<file path="src/rtl/cfgld_pkg.sv">
package cfgld_pkg;

   typedef enum logic [1:0] {
      SEL_IF_REF = 2'b00,
      SEL_RF_REF = 2'b01,
      SEL_IF_DIV = 2'b10,
      SEL_RF_DIV = 2'b11
   } latch_sel_e;

   localparam int SEL_W   = 2;
   localparam int N_LATCH = 4;

endpackage

</file>
<file path="src/rtl/cfgld_sync.sv">
module cfgld_sync #(
   parameter int WIDTH  = 3,
   parameter int STAGES = 2
) (
   input  logic             clk,
   input  logic             rst_n,
   input  logic [WIDTH-1:0] async_i,
   output logic [WIDTH-1:0] level_o
);
   if (STAGES < 2) begin : g_bad_stages
      $error("cfgld_sync: STAGES must be at least 2");
   end

   logic [WIDTH-1:0] stage [STAGES];

   always_ff @(posedge clk or negedge rst_n) begin
      if (!rst_n) begin
         for (int s = 0; s < STAGES; s++) stage[s] <= '0;
      end else begin
         stage[0] <= async_i;
         for (int s = 1; s < STAGES; s++) stage[s] <= stage[s-1];
      end
   end

   assign level_o = stage[STAGES-1];
endmodule

</file>
<file path="src/rtl/cfgld_rise.sv">
module cfgld_rise #(
   parameter int WIDTH = 2
) (
   input  logic             clk,
   input  logic             rst_n,
   input  logic [WIDTH-1:0] level_i,
   output logic [WIDTH-1:0] rise_o
);
   logic [WIDTH-1:0] prev;

   always_ff @(posedge clk or negedge rst_n) begin
      if (!rst_n) prev <= '0;
      else        prev <= level_i;
   end

   assign rise_o = level_i & ~prev;
endmodule

</file>
<file path="src/rtl/cfgld_shifter.sv">
module cfgld_shifter #(
   parameter int W = 22
) (
   input  logic         clk,
   input  logic         rst_n,
   input  logic         shift_en,
   input  logic         bit_i,
   output logic [W-1:0] word_o
);
   if (W < 3) begin : g_bad_w
      $error("cfgld_shifter: W too small");
   end

   always_ff @(posedge clk or negedge rst_n) begin
      if (!rst_n)        word_o <= '0;
      else if (shift_en) word_o <= {word_o[W-2:0], bit_i};
   end
endmodule

</file>
<file path="src/rtl/cfgld_bank.sv">
module cfgld_bank #(
   parameter int PAY_W   = 20,
   parameter int N_LATCH = 4,
   parameter int SEL_W   = 2,
   parameter logic [N_LATCH-1:0][PAY_W-1:0] KEEP = '1
) (
   input  logic                              clk,
   input  logic                              rst_n,
   input  logic                              load_i,
   input  logic [SEL_W-1:0]                  sel_i,
   input  logic [PAY_W-1:0]                  pay_i,
   output logic [N_LATCH-1:0][PAY_W-1:0]     bank_o
);
   if (N_LATCH > (1 << SEL_W)) begin : g_bad_sel
      $error("cfgld_bank: SEL_W cannot address N_LATCH latches");
   end

   for (genvar g = 0; g < N_LATCH; g++) begin : g_latch
      logic hit;
      assign hit = load_i && (sel_i == SEL_W'(g));

      if (KEEP[g] == {PAY_W{1'b1}}) begin : g_full
         always_ff @(posedge clk or negedge rst_n) begin
            if (!rst_n)   bank_o[g] <= '0;
            else if (hit) bank_o[g] <= pay_i;
         end
      end else begin : g_masked
         always_ff @(posedge clk or negedge rst_n) begin
            if (!rst_n)   bank_o[g] <= '0;
            else if (hit) bank_o[g] <= pay_i & KEEP[g];
         end
      end
   end
endmodule

</file>
<file path="src/rtl/ser_cfg_loader.sv">
module ser_cfg_loader #(
   parameter int R_W         = 15,
   parameter int MODE_W      = 5,
   parameter int A_W         = 7,
   parameter int IF_A_W      = 4,
   parameter int B_W         = 11,
   parameter int SYNC_STAGES = 2
) (
   input  logic              clk,
   input  logic              rst_n,
   input  logic              ser_clk,
   input  logic              ser_data,
   input  logic              ser_le,
   output logic [R_W-1:0]    ifr_div,
   output logic [MODE_W-1:0] ifr_mode,
   output logic [R_W-1:0]    rfr_div,
   output logic [MODE_W-1:0] rfr_mode,
   output logic [A_W-1:0]    ifn_a,
   output logic [B_W-1:0]    ifn_b,
   output logic              ifn_pre,
   output logic              ifn_pwdn,
   output logic [A_W-1:0]    rfn_a,
   output logic [B_W-1:0]    rfn_b,
   output logic              rfn_pre,
   output logic              rfn_pwdn
);
   import cfgld_pkg::*;

   localparam int REF_PAY = R_W + MODE_W;
   localparam int DIV_PAY = A_W + B_W + 2;
   localparam int PAY_W   = REF_PAY;
   localparam int FRAME_W = PAY_W + SEL_W;
   localparam int PRE_BIT = A_W + B_W;
   localparam int PWD_BIT = A_W + B_W + 1;

   localparam logic [PAY_W-1:0] ALL_ONES = '1;
   localparam logic [PAY_W-1:0] IFN_DROP =
      ((PAY_W'(1) << (A_W - IF_A_W)) - PAY_W'(1)) << IF_A_W;
   localparam logic [N_LATCH-1:0][PAY_W-1:0] KEEP =
      {ALL_ONES, ~IFN_DROP, ALL_ONES, ALL_ONES};

   if (REF_PAY != DIV_PAY) begin : g_bad_layout
      $error("ser_cfg_loader: reference and divider payloads differ in width");
   end
   if (IF_A_W > A_W) begin : g_bad_ifa
      $error("ser_cfg_loader: IF_A_W exceeds A_W");
   end

   // synchronize {le, data, clk}; data shares the latency of the strobes
   logic [2:0] lvl;
   logic [1:0] rise;
   logic       sclk_rise, le_rise, data_lvl;

   cfgld_sync #(.WIDTH(3), .STAGES(SYNC_STAGES)) u_sync (
      .clk     (clk),
      .rst_n   (rst_n),
      .async_i ({ser_le, ser_data, ser_clk}),
      .level_o (lvl)
   );

   cfgld_rise #(.WIDTH(2)) u_rise (
      .clk     (clk),
      .rst_n   (rst_n),
      .level_i ({lvl[2], lvl[0]}),
      .rise_o  (rise)
   );

   assign sclk_rise = rise[0];
   assign le_rise   = rise[1];
   assign data_lvl  = lvl[1];

   logic [FRAME_W-1:0] sr_word;

   cfgld_shifter #(.W(FRAME_W)) u_shift (
      .clk      (clk),
      .rst_n    (rst_n),
      .shift_en (sclk_rise),
      .bit_i    (data_lvl),
      .word_o   (sr_word)
   );

   logic [N_LATCH-1:0][PAY_W-1:0] bank;

   cfgld_bank #(
      .PAY_W   (PAY_W),
      .N_LATCH (N_LATCH),
      .SEL_W   (SEL_W),
      .KEEP    (KEEP)
   ) u_bank (
      .clk    (clk),
      .rst_n  (rst_n),
      .load_i (le_rise),
      .sel_i  (sr_word[SEL_W-1:0]),
      .pay_i  (sr_word[FRAME_W-1:SEL_W]),
      .bank_o (bank)
   );

   // field decode
   assign ifr_div  = bank[SEL_IF_REF][R_W-1:0];
   assign ifr_mode = bank[SEL_IF_REF][PAY_W-1:R_W];
   assign rfr_div  = bank[SEL_RF_REF][R_W-1:0];
   assign rfr_mode = bank[SEL_RF_REF][PAY_W-1:R_W];

   assign ifn_a    = bank[SEL_IF_DIV][A_W-1:0];
   assign ifn_b    = bank[SEL_IF_DIV][A_W+B_W-1:A_W];
   assign ifn_pre  = bank[SEL_IF_DIV][PRE_BIT];
   assign ifn_pwdn = bank[SEL_IF_DIV][PWD_BIT];
   assign rfn_a    = bank[SEL_RF_DIV][A_W-1:0];
   assign rfn_b    = bank[SEL_RF_DIV][A_W+B_W-1:A_W];
   assign rfn_pre  = bank[SEL_RF_DIV][PRE_BIT];
   assign rfn_pwdn = bank[SEL_RF_DIV][PWD_BIT];
endmodule

</file>
<file path="config.mk">
export PLATFORM = sky130hd
export DESIGN_NAME = ser_cfg_loader
export DESIGN_NICKNAME = d
export VERILOG_FILES = /design/src/rtl/cfgld_pkg.sv /design/src/rtl/cfgld_sync.sv /design/src/rtl/cfgld_rise.sv /design/src/rtl/cfgld_shifter.sv /design/src/rtl/cfgld_bank.sv /design/src/rtl/ser_cfg_loader.sv
export SDC_FILE = /design/constraint.sdc
export NUM_CORES = 1
export LEC_CHECK = 0
export BUFFER_PORTS_ARGS = -buffer_cell sky130_fd_sc_hd__buf_2
export CAP_MARGIN = 0
export CORE_MARGIN = 2
export CORE_UTILIZATION = 48
export CTS_CLUSTER_DIAMETER = 80
export DETAILED_ROUTE_END_ITERATION = 8
export HOLD_SLACK_MARGIN = 0.12
export PLACE_DENSITY = 0.76
export SLEW_MARGIN = 20
export SYNTH_ARGS = -nofsm -noshare
export SYNTH_HDL_FRONTEND = slang
export SYNTH_HIERARCHICAL = 1
export SYNTH_SLANG_ARGS = --single-unit
</file>
<file path="constraint.sdc">
create_clock -name clk -period 1.26 [get_ports clk]
set_input_delay 0.189 -clock clk [delete_from_list [all_inputs] [get_ports clk]]
set_output_delay 0.189 -clock clk [all_outputs]
set_load 0.03 [all_outputs]
</file>
# Yosys cells after proc, flatten, opt, wreduce, memory -nomap -nowiden
# Cells that the tools add are included.
# Widths: inputs -> output; s select.
[classes]
eq_ne = 3
bitwise = 2
reduce_logical = 5
[op_table]
columns = ["op", "n"]
rows = [
  ["$eq 2x2->1 const B", 2],
  ["$logic_and 1x1->1", 4],
  ["$and 2x2->2", 1],
  ["$eq 2x1->1 const B", 1],
  ["$logic_not 2->1", 1],
  ["$not 2->2", 1],
]
[totals]
reg_bits = 107
in_bits = 5
wordCells = 18

# Depth between registers and ports, before layout
[logic_depth]
word_depth = 3
mapped_depth = 5
ltp_nobuf = 3

# Hierarchy
# The synthesis kept the hierarchy.
[modules_own_cells]
columns = ["mod", "n_inst", "cells_per_inst", "area_each_um2", "seq_area_each_um2"]
rows = [
  ["cfgld_bank", 1, 169, 2916.5, 1926.8],
  ["cfgld_shifter", 1, 46, 820.8, 550.5],
  ["cfgld_sync", 1, 9, 172.7, 150.1],
  ["cfgld_rise", 1, 4, 77.6, 50.0],
]

# Least setup slack after synthesis
# Ideal clock, no wire load.
[synth_timing]
kind = "register to register"
startpoint = "reg u_sync.stage (netlist bit u_sync/level_o[2])"
endpoint = "reg u_bank/bank_o[0] (netlist name)"
setup_ns = 0.125
t_arrival_ns = 1.271
slack_ns = -0.136
stages_incl_launch_ff = 6
path_buffers = 2
synth_period_minus_slack_ns = 1.396
cell_sequence = "dfrtp_1 > buf_4 > nor2b_4 > nor3b_2 > buf_4 > mux2_2"
[synth_between]
elab_chain_len = 2
[synth_rtl]
columns = ["element", "line_no", "rtl"]
rows = [
  ["start: declaration", "cfgld_sync.sv:14", "logic [WIDTH-1:0] stage [STAGES];"],
  ["$and 2x2->2", "cfgld_rise.sv:16", "assign rise_o = level_i & ~prev;"],
  ["net rise[1]", "ser_cfg_loader.sv:51", "logic [1:0] rise;"],
  ["$logic_and 1x1->1", "cfgld_bank.sv:20", "assign hit = load_i && (sel_i == SEL_W'(g));"],
  ["end signal: indexed assignment", "cfgld_bank.sv:25", "else if (hit) bank_o[g] <= pay_i;"],
  ["end: declaration", "cfgld_bank.sv:12", "output logic [N_LATCH-1:0][PAY_W-1:0] bank_o"],
]
# The timed path passes the listed nets, and every way through them passes these cells.
# A chain may end at the register's enable or synchronous reset.

# Worst setup path in the final report
[layout_timing]
startpoint = "reg u_rise.prev[1]"
endpoint = "reg u_bank/bank_o[17] (netlist name)"
[layout_between]
elab_chain_len = 3
[layout_rtl]
columns = ["element", "line_no", "rtl"]
rows = [
  ["start: declaration", "cfgld_rise.sv:9", "logic [WIDTH-1:0] prev;"],
  ["start signal: assignment", "cfgld_rise.sv:13", "else prev <= level_i;"],
  ["$not 2->2", "cfgld_rise.sv:16", ""],
  ["$and 2x2->2", "cfgld_rise.sv:16", ""],
  ["net rise[1]", "ser_cfg_loader.sv:51", ""],
  ["$logic_and 1x1->1", "cfgld_bank.sv:20", ""],
]
# The timed path passes the listed nets, and every way through them passes these cells.

==> impl_metrics.tcl <==
set metrics [dict create \
    status "finished with violations" \
    violations "negative setup slack" \
    overflow 0 \
    totalWireLength_mm 7.61 \
    initial_core_util 0.490 \
    dpl_cell_area_um2 4800 \
    ant_nets 0 \
    synth_top_area_frac 0.671 \
    irDropWorstVdd_v 0.00171 \
    critical_path_required_ps 1510 \
    grt_max_degree 31 \
    cts_buffer_depth 2 \
    finish.utilization 0.636 \
    startpoint_type "register" \
    dp_hpwl_mm 5.14 \
    dp_cells 421 \
    rsz0062_at_grt "yes" \
    finalHoldViolations 0 \
    place.gp.congestion 0.762 \
    path_class "register to register" \
    finClkSkew_ps 12.4 \
    die_area_um2 9050 \
    grt_pass1_wl_mm 11.8 \
    synth_area_leaders "dfrtp_1 (67%), mux2_2 (25%), mux2_1 (3.4%)" \
    portBuffers 81 \
    cts_sinks 107 \
    p_per_area_nw_per_um2 2080 \
    design_area_um2 5170 \
    fmax_mhz 685 \
    syn-cell-area_um2 3990 \
    finalCritPeriodShare 1.16 \
    synthDistinctLibCells 12 \
    layout_min_cycle_time_ps 1460 \
    cts_made_buffers 9 \
    rows 33 \
    setup_viol 77 \
    antenna_found_initial 0 \
    fp.dieH_um 95.1 \
    ys_ff_latch 107 \
    drv_cap 0 \
    via_count 2216 \
    arrival_ps 1710 \
    antennaDiodeCount 0 \
    die_x_um 95.1 \
    routed_via_density 4.96 \
    final_layout_size_suffix_gt1_frac 0.667 \
    power_mw 10.8 \
    whs_ps 265 \
    clock_latency_ps 360 \
    grt_pass1_vias 2242 \
    yosysSeqAreaShare 0.671 \
    ios 85 \
    pre_cts_ws_ps -189 \
    cts_root_buf "clkbuf_8" \
    syn_area_per_cell_um2 17.5 \
    layout.nets 342 \
    fin_cells 447 \
    end_kind "register" \
    grt_use_total 0.174 \
    critPathMaxFanout 11 \
    synth_top_area_cell "dfrtp_1" \
    slew_violations 0 \
    htreeDepth 3 \
    areaGrowthSynthToFinish_pct 29.7 \
    core_area_um2 8130 \
    cts_tree "yes" \
    min_path_type "input port to asynchronous set/reset pin" \
    yosys_warnings 6 \
    netlist_instances 228 \
    drc 0 \
    wl_per_cell_um 17.0 \
    p_leak_nw 2.81 \
    setup_ws_ps -199 \
    dr.pass1.iters 4 \
    path_clk_slew_ps 110 \
    fin_setup_tns_ps -10570 \
    drtIter0Drc 38 \
]
per-layer routing:
metal	vias to the layer above	global-route usage	part of all wire
met1	1135	0.238	0.46
li1	1012	-	-
met2	64	0.270	0.48
met5	-	0	0
met3	5	0.0466	0.059
met4	0	0.0580	0.0055
worst max-delay path: stages, from the launching register on:
cell	delay, ps
dfrtp_1	410
nor2b_4	160
nor3b_4	240
buf_6	190
mux2_2	350
path summary, 6_finish.rpt:
kind                       cells after the start           endpoint            start  slack [ps]
min reg2reg                                    0  u_sync/level_o[2]  u_sync/stage[5]         360
max in group asynchronous                      3  u_shift/word_o[0]            rst_n         510
max                                            4  u_bank/bank_o[17]   u_rise/prev[1]        -200
max reg2reg                                    4  u_bank/bank_o[17]   u_rise/prev[1]        -200
min                                            2  u_bank/bank_o[54]            rst_n         270
min in group clk                               0  u_sync/level_o[2]  u_sync/stage[5]         360
state kept, by name (all words and copies together), names as in the netlist:
name            count
u_sync/level_o      3
u_bank/bank_o      77
u_shift/word_o     22
u_rise/prev         2
u_sync/stage        3
layout make-up:
class	instances	area, um^2
timing repair buffer	111	800
clock buffer	10	138
fill	619	2960
tap	105	131
sequential	107	2680
clock inverter	6	78.8
multi-input combinational	108	1350
cell usage after synthesis:
cell type	n
mux2_1	12
buf_2	2
mux2_2	87
nand3b_1	1
conb_1	1
nor3b_2	1
buf_4	10
dfrtp_1	107
nor2b_4	2
nand3b_4	1
buf_6	3
nand3_1	1
power breakdown:
part | switching, mW | internal (mW)
clock | 1.19 | 1.02
sequential | 0.708 | 4.33
combinational | 2.05 | 1.50
cell usage in the layout, fill, tap and decap left out, drive strengths merged, types with 2 or more instances in the layout:
master       count
dlygate4sd3      4
inv              3
buf            106
dfrtp          107
clkinv           2
clkbuf          11
nor2b            2
nand3b           2
mux2            99
conb             3
cell families after synthesis:
group / synth area share
AND/OR/NAND/NOR: 0.0182
other: 0.000940
flip-flops: 0.671
buffers and inverters: 0.0298
multiplexers: 0.280
repair_timing:
action                                 4_1_cts  5_1_grt
hold buffers                                 4        0
endpoints found under the hold margin      110        0
setup buffers                                2        3
setup endpoints to repair                   77       79
gates resized for setup                      9        6
pin swaps                                    0        1
cloned                                       0        1
No activity file was read; power rests on OpenSTA's default activity.
